## src/rtl/sd_clkdiv.sv

```systemverilog
module sd_clkdiv #(
  parameter int DIV_W     = 11,
  parameter int DATA_BITS = 3
) (
  input  logic             clk,
  input  logic             rst_n,
  input  logic [DIV_W-1:0] div_val,
  input  logic             data_mode,
  input  logic             slow_card,
  output logic             card_clk,
  output logic             rise_stb,
  output logic             fall_stb
);
  localparam int RATIO_W = DIV_W + 1;

  logic [RATIO_W-1:0] cnt_q, ratio_q, hi_len, next_ratio;
  logic [DIV_W-1:0]   eff_div;
  logic               clk_q, rise_q, fall_q, at_end, at_fall;

  assign eff_div    = (data_mode && !slow_card)
                    ? {{(DIV_W-DATA_BITS){1'b0}}, div_val[DATA_BITS-1:0]}
                    : div_val;
  assign next_ratio = RATIO_W'(eff_div) + RATIO_W'(2);
  assign hi_len     = (ratio_q + RATIO_W'(1)) >> 1;
  assign at_end     = (cnt_q == ratio_q - RATIO_W'(1));
  assign at_fall    = !at_end && (cnt_q + RATIO_W'(1) == hi_len);

  always_ff @(posedge clk or negedge rst_n) begin
    if (!rst_n) begin
      cnt_q   <= RATIO_W'(1);
      ratio_q <= RATIO_W'(2);
      clk_q   <= 1'b0;
      rise_q  <= 1'b0;
      fall_q  <= 1'b0;
    end else begin
      rise_q <= at_end;
      fall_q <= at_fall;
      if (at_end) begin
        cnt_q   <= '0;
        ratio_q <= next_ratio;
        clk_q   <= 1'b1;
      end else begin
        cnt_q <= cnt_q + RATIO_W'(1);
        if (at_fall) clk_q <= 1'b0;
      end
    end
  end

  assign card_clk = clk_q;
  assign rise_stb = rise_q;
  assign fall_stb = fall_q;
endmodule

```

## config.mk

```make
export PLATFORM = sky130hd
export DESIGN_NAME = sd_clkdiv
export DESIGN_NICKNAME = d
export VERILOG_FILES = /design/src/rtl/sd_clkdiv.sv
export SDC_FILE = /design/constraint.sdc
export NUM_CORES = 1
export LEC_CHECK = 0
export CAP_MARGIN = 10
export CORE_UTILIZATION = 60
export DETAILED_ROUTE_END_ITERATION = 7
export PLACE_DENSITY = 0.83
export REMOVE_ABC_BUFFERS = 1
export SETUP_SLACK_MARGIN = 0.4
export SLEW_MARGIN = 20
export SYNTH_ARGS = -nofsm -noshare
export SYNTH_HDL_FRONTEND = slang
export SYNTH_SLANG_ARGS = --single-unit
```

## constraint.sdc

```tcl
create_clock -name clk -period 7.48 [get_ports clk]
set_input_delay 1.122 -clock clk [delete_from_list [all_inputs] [get_ports clk]]
set_output_delay 1.122 -clock clk [all_outputs]
set_load 0.005 [all_outputs]
```

Yosys cells after proc, flatten, opt, wreduce, memory -nomap -nowiden

Cells that the tools add are included.
Widths: inputs -> output; s select.

Add/sub/neg operators: 4
Multiply operators: 0
Divide/modulo/power cells: 0
Order comparisons: 0
Equal/unequal tests: 2
Shift-type cells: 0
Muxes and demuxes: 4
Bitwise gates (word level): 0
Reductions and logical operators: 5

Operator list:

| kind                  | count |
|---|---|
| $add 12x1->12 const B | 2 |
| $add 11x2->12 const B | 1 |
| $eq 12x11->1          | 1 |
| $eq 12x12->1          | 1 |
| $mux 12               | 1 |
| $sub 12x1->12 const B | 1 |
| $mux 11               | 1 |
| $logic_and 1x1->1     | 2 |
| $logic_not 1->1       | 2 |
| $mux 1                | 2 |
| $reduce_bool 2->1     | 1 |

Flip-flop bits (word level): 27
Latch bits: 0
Memory bits (writable): 0
ROM bits: 0
Bits of input ports: 15
Logic and storage cells: 20
Memories: 0

Longest topological paths before layout

Gate-level depths: netlist (run 1).

Depth in word-level cells: 6
Mapped depth: 11

Least setup slack after synthesis (run 1)

No wires, ideal clock.

Kind: reg-to-reg
From: register ratio_q[3]
To: register ratio_q[2]
Arrival time: 2539 ps
Required time: 7353 ps
Slack: 4814 ps
Cell stages (with the launch flop): 9
Path buffers: 2
Cell sequence: dfrtp_1 > buf_6 > nor3_2 > nand3b_1 > or4_4 > o32a_1 > nor4_4 > buf_6 > mux2_1

Word-level cells in the longest chain between the ends: 2

Ends and longest elaborated chain:

| what                   | RTL line | RTL |
|---|---|---|
| start, declared        | 16       | `logic [RATIO_W-1:0] cnt_q, ratio_q, hi_len, next_ratio;` |
| start signal, assigned | 40       | `ratio_q <= next_ratio;` |
| $sub 12x1->12          | 25       | `assign at_end = (cnt_q == ratio_q - RATIO_W'(1));` |
| $eq 12x12->1           | 25       |  |

Every way passes these cells.
A chain may end at the register's enable or synchronous reset.

Final worst setup path (run 1)

From: register ratio_q[2]
To: register ratio_q[0]

The elaborated chain is that of the path after synthesis.

==> flow_summary.json, run 1 <==
{
  "synth_top_area_cell": "dfrtp_1",
  "fin_nets": 254,
  "critPathTopFamily": "simple AND/OR/NAND/NOR gates",
  "antenna_left": 0,
  "rsz0062_at_grt": "no",
  "antenna_found_initial": 0,
  "routedWlPerCell_um": 14.1,
  "numClockSinks": 27,
  "tightest_slew_ns": 0.499,
  "die_y_um": 60.2,
  "grt_max_degree": 28,
  "postCtsHoldBufs": 0,
  "synth_ff_type": "dfrtp_1",
  "seqCellArea_um2": 678,
  "multi_input_area_um2": 1270,
  "p_per_area_nw_per_um2": 325,
  "worstPathArrival_ns": 3.14,
  "drt_wl_total_um": 3930,
  "clockRootBuffer": "clkbuf_4",
  "cp_cell_sequence": "nor3_2, nand3b_1, or4_4, o32a_1, nor4_4, buf_4, mux2_2",
  "cp_max_fo": 24,
  "ctsLongestPathBuffers": 2,
  "synth.most_common_cell": "xnor2_1",
  "status": "completed",
  "finalHoldViolCount": 0,
  "netlist_area_um2": 2030,
  "crit_buf_inv": 1,
  "p_leak_nw": 0.856,
  "peakVddDrop_mv": 0.195,
  "syn_inst": 224,
  "die-area_um2": 3630,
  "setup.worst_path.end_class": "flip-flop",
  "path_clk_slew_ns": 0.15,
  "clk-insertion-delay-late_ns": 0.33,
  "route.vias.total": 1568,
  "synthTopCellsByCount": "xnor2_1, dfrtp_1, nor2_1",
  "fmax_mhz": 344,
  "synth.yosys.seq_area_share_pct": 33.3,
  "cap_violations": 0,
  "hold_class": "reg -> reg",
  "syn-mean-instance-area_um2": 9.08,
  "viasPerCell": 5.64,
  "finClkSkew_ns": 0.0153,
  "cp_num_cells": 7,
  "numCtsBuffers": 3,
  "maxSlewViolCount": 0,
  "diodes": 0,
  "cts_resized": 0,
  "fp.dieW_um": 60.2,
  "slowest_stage": "dfrtp_1",
  "core_area_um2": 3130,
  "track_usage_pct": 25.5,
  "setup_violations": 0,
  "worstSetupPathType": "reg -> reg",
  "tns_ns": 0,
  "postCtsSetupRepairBufs": 0,
  "max_stage_delay_ns": 0.54,
  "gr-total-overflow": 0,
  "hpwl_um": 3050,
  "top_layer": "met4",
  "whs_path_depth": 2,
  "synth-async-reset-ratio_pct": 100,
  "yosys.cell_types.count": 38,
  "row_count": 20,
  "ys_ff_latch": 27,
  "required_ns": 7.71,
  "drt-met1-wl_um": 1760,
  "grt_pass1_wl_um": 6870,
  "grt_pass1_vias": 1540,
  "hold_ws_ns": 0.522,
  "synth_top_area_share_pct": 30.8,
  "cts_tree": "done",
  "synth.top_cells.by_area": "dfrtp_1, xnor2_1, xor2_1, nor2_1, nand3_1",
  "cp-start-kind": "flip-flop",
  "slew_headroom_pct": 66.5,
  "wl_met3_um": 148,
  "drc": 0,
  "synth_edf_count": 0,
  "initial_core_util_pct": 65.0,
  "wl_met2_um": 1950,
  "reg2reg_depth": 7,
  "drt-pass1-iter-count": 4,
  "areaGrowthSynthToFinish_pct": 9.78,
  "yosys_warnings": 0,
  "htreeDepth": 1,
  "finalCriticalPeriod_ns": 2.91,
  "drt_iter0_markers": 50,
  "routabilityCongestion": 0.821,
  "ios": 18,
  "fillers": 252,
  "drive_gt1_share_pct": 7.26,
  "numPortBuffers": 17,
  "finalCritPeriodShare_pct": 38.9
}
metrics by stage:
step	instances	instance area [um2]	setup slack (ns)	power, W	util [%]
6_report	278	2230	4.57	0.000725	71.4
5_1_grt	278	2230	4.41	0.000785	71.4
4_1_cts	278	2230	4.57	0.000727	71.4
3_5_place_dp	274	2210	4.52	0.000660	70.6
3_3_place_gp	274	2210	4.58	0.000647	70.6
2_1_floorplan	211	1970	4.46	0.000570	-
where the power goes:
group | internal [W] | total [W] | switching (W)
clock network | 0.0000209 | 0.0000653 | 0.0000444
registers | 0.000196 | 0.000296 | 0.0000999
logic | 0.000183 | 0.000364 | 0.000181
per-layer routing:
| metal | up-vias | global-route usage [%] |
|---|---|---|
| met1 | 731 | 33.6 |
| li1 | 795 | - |
| met4 | 0 | 7.64 |
| met3 | 8 | 1.30 |
| met5 | - | 0 |
| met2 | 34 | 44.6 |
logic make-up (layout without fill, tap and decap cells):
| group | Yosys count | count (layout) | synth area share (%) |
|---|---|---|---|
| AO/OA/AOI/OAI | 20 | 20 | 5.97 |
| XOR/XNOR | 49 | 49 | 21.8 |
| adder cells (fa/ha/maj) | 4 | 4 | 2.46 |
| buffers and inverters | 17 | 27 | 4.06 |
| flip-flops | 27 | 27 | 33.3 |
| multiplexers | 13 | 13 | 7.07 |
| AND/OR/NAND/NOR | 94 | 94 | 25.3 |
flip-flops by register name (all words and copies together) (netlist names):
name / count
fall_stb: 1
card_clk: 1
ratio_q: 12
cnt_q: 12
rise_stb: 1
worst paths after layout:
check,startpoint,endpoint,slack [ns]
min in group asynchronous,rst_n,cnt_q[7],1.14
worst max-delay path,ratio_q[2],ratio_q[0],4.57
worst max register to register,ratio_q[2],ratio_q[0],4.57
max in group asynchronous,rst_n,cnt_q[0],6.02
worst min register to register,card_clk,card_clk,0.52
worst min-delay path,card_clk,card_clk,0.52
placed cells by master (no fill, tap or decap), drive strengths merged, types with 2 or more instances in the layout:
cell,n
buf,2
dfstp,2
a211oi,2
nand3b,2
nor4,5
clkdlybuf4s50,17
inv,4
nand3,14
and4,2
xor2,19
o21ai,6
and3,2
nor3b,2
a21oi,7
or4,2
nor2b,8
nand4,7
or3,3
clkbuf,4
xnor2,29
nand2,14
nor2,21
dfrtp,25
o31ai,2
nand2b,3
ha,4
nor3,9
mux2,11
mux2i,2
tightest hold or removal path, delay by kind of cell, from the launching register on:
kind             cells  cell delay, ns
AO/OA/AOI/OAI        1            0.07
flip-flops           1            0.37
AND/OR/NAND/NOR      1            0.06
layout make-up:
| class | instances | share of cell area [%] |
|---|---|---|
| Clock buffer | 4 | 1.18 |
| Inverter | 4 | 0.672 |
| Multi-Input combinational cell | 180 | 57.0 |
| Sequential cell | 27 | 30.4 |
| Tap cell | 44 | 2.46 |
| Timing Repair Buffer | 19 | 8.29 |
Note: power is estimated with default switching activity, not from simulation.
==> run 2, diff against run 1 <==
--- a/config.mk
+++ b/config.mk
@@ -6,9 +6,9 @@
 export NUM_CORES = 1
 export LEC_CHECK = 0
 export CAP_MARGIN = 10
-export CORE_UTILIZATION = 60
+export CORE_UTILIZATION = 58
 export DETAILED_ROUTE_END_ITERATION = 7
-export PLACE_DENSITY = 0.83
+export PLACE_DENSITY = 0.8
 export REMOVE_ABC_BUFFERS = 1
 export SETUP_SLACK_MARGIN = 0.4
 export SLEW_MARGIN = 20
==> constraint.sdc (replaced) <==
create_clock -name clk -period 3 [get_ports clk]
set_input_delay 0.45 -clock clk [delete_from_list [all_inputs] [get_ports clk]]
set_output_delay 0.45 -clock clk [all_outputs]
set_load 0.005 [all_outputs]
==> run 2 against run 1 <==
  * Total power rose to 2.8 times the previous value
  * Sequential power rose by 140%
  * Die area rose by 3.3%
  * Clock skew fell by 0.010 ns
  * Cell area rose by 9.9%
  * Via count rose by 6.2%
  * Sequential cell count did not move
  * Count of clock-buffer cells in the layout fell by 1
  * Highest routed layer unchanged
==> flow_summary.json, run 2 (same netlist as run 1, synthesis figures left out) <==
{
  "finClkSkew_ns": 0.00512,
  "wl_met3_um": 135,
  "rsz0062_at_grt": "yes",
  "hpwl_um": 3210,
  "fin_nets": 271,
  "numCtsBuffers": 3,
  "wl_met2_um": 2250,
  "fmax_mhz": 388,
  "die_y_um": 61.2,
  "cap_violations": 0,
  "cp-start-kind": "flip-flop",
  "most-common-layout-cells": "xnor2_1, dfrtp_1, nor2_1, xor2_1, clkdlybuf4s50_1",
  "top_layer": "met4",
  "setup.worst_path.end_class": "flip-flop",
  "path_clk_slew_ns": 0.15,
  "clk-insertion-delay-late_ns": 0.35,
  "numClockSinks": 27,
  "fp.dieW_um": 61.2,
  "ios": 18,
  "row_count": 21,
  "tightest_slew_ns": 0.404,
  "routedWlPerCell_um": 15.0,
  "hold_class": "in -> async",
  "slew_headroom_pct": 72.8,
  "post-place-ws_ns": 0.328,
  "cts_tree": "done",
  "p_leak_nw": 0.958,
  "finalCriticalPeriod_ns": 2.57,
  "status": "completed",
  "grt_pass1_vias": 1478,
  "r2r_slack_ns": 0.43,
  "numPortBuffers": 17,
  "maxSlewViolCount": 0,
  "tns_ns": 0,
  "initial_core_util_pct": 61.0,
  "grt_max_degree": 28,
  "finalHoldViolCount": 0,
  "worstPathArrival_ns": 2.83,
  "fin_util_pct": 73.6,
  "p_total_w": 0.00204,
  "peakVddDrop_mv": 0.497,
  "route.vias.total": 1665,
  "core_area_um2": 3340,
  "setup_violations": 0,
  "viasPerCell": 5.61,
  "htreeDepth": 1,
  "clockRootBuffer": "clkbuf_4",
  "antenna_found_initial": 0,
  "areaGrowthSynthToFinish_pct": 20.7,
  "fin_ws_ns": 0.426,
  "postCtsHoldBufs": 0,
  "final_cell_area_um2": 2450,
  "drt-pass1-iter-count": 4,
  "grt_pass1_wl_um": 6780,
  "required_ns": 3.25,
  "track_usage_pct": 25.0,
  "cp_max_fo": 5,
  "antenna_left": 0,
  "routabilityCongestion": 0.825,
  "p_per_area_nw_per_um2": 833,
  "drc": 0,
  "dpl-instance-area_um2": 2240,
  "largestRegisters": "cnt_q: 12 flops, ratio_q: 12 flops",
  "reg2reg_depth": 9,
  "layout_commonest_cell": "xnor2_1",
  "drive_gt1_share_pct": 19.1,
  "drt_iter0_markers": 77,
  "gr-total-overflow": 0,
  "drt-met1-wl_um": 1970,
  "worstSetupPathType": "reg -> reg",
  "die-area_um2": 3750,
  "finalCritPeriodShare_pct": 85.8,
  "diodes": 0,
  "drt_wl_total_um": 4470,
  "ctsLongestPathBuffers": 2
}
## run 2: path summary, 6_finish.rpt
| check | from | to |
|---|---|---|
| max in group asynchronous | rst_n | ratio_q[1] |
| max reg2reg | ratio_q[0] | ratio_q[5] |
| min reg2reg | card_clk | card_clk |
| max | ratio_q[0] | ratio_q[5] |
| min in group clk | card_clk | card_clk |
| min | rst_n | cnt_q[6] |
## run 2: repair_timing
action	4_1_cts	5_1_grt
gates resized for setup	6	18
pin swaps	1	6
gates cloned	0	1
setup buffers	2	10
endpoints found under the setup margin	11	18
## run 2: metal layers
layer,GRT usage [%],vias up
met1,33.4,790
met4,11.0,0
met2,41.6,39
met3,2.10,11
li1,-,825
met5,0,-
## run 2: layout make-up
cell class	instances	area, um2
Fill cell	247	882
Clock buffer	3	22.5
Inverter	4	15.0
Timing Repair Buffer	36	328
Sequential cell	27	682
Multi-Input combinational cell	180	1350
Tap cell	46	57.6
Clock inverter	1	5.00
## run 2: per-stage QoR
stage | cells | hold WS (ns)
floorplan | 211 | 0.154
global placement | 280 | 0.504
detailed placement | 280 | 0.517
CTS | 286 | 0.470
global route | 297 | 0.482
finish | 297 | 0.457
## run 2: power by group
group          total [W]  leakage [nW]  switching [W]  internal, W
Sequential      0.000704         0.332       0.000211     0.000493
Combinational    0.00117         0.608       0.000596     0.000574
Clock           0.000171        0.0177       0.000120    0.0000505
Total            0.00204         0.958       0.000927      0.00112
## run 2: critical path: stages (launching register included)
cell	delay, ns
dfrtp_2	0.46
buf_6	0.14
nor2_4	0.11
nand3b_1	0.11
or4_4	0.44
xnor2_1	0.14
o32a_1	0.22
nor4_4	0.31
buf_4	0.21
mux2_1	0.32
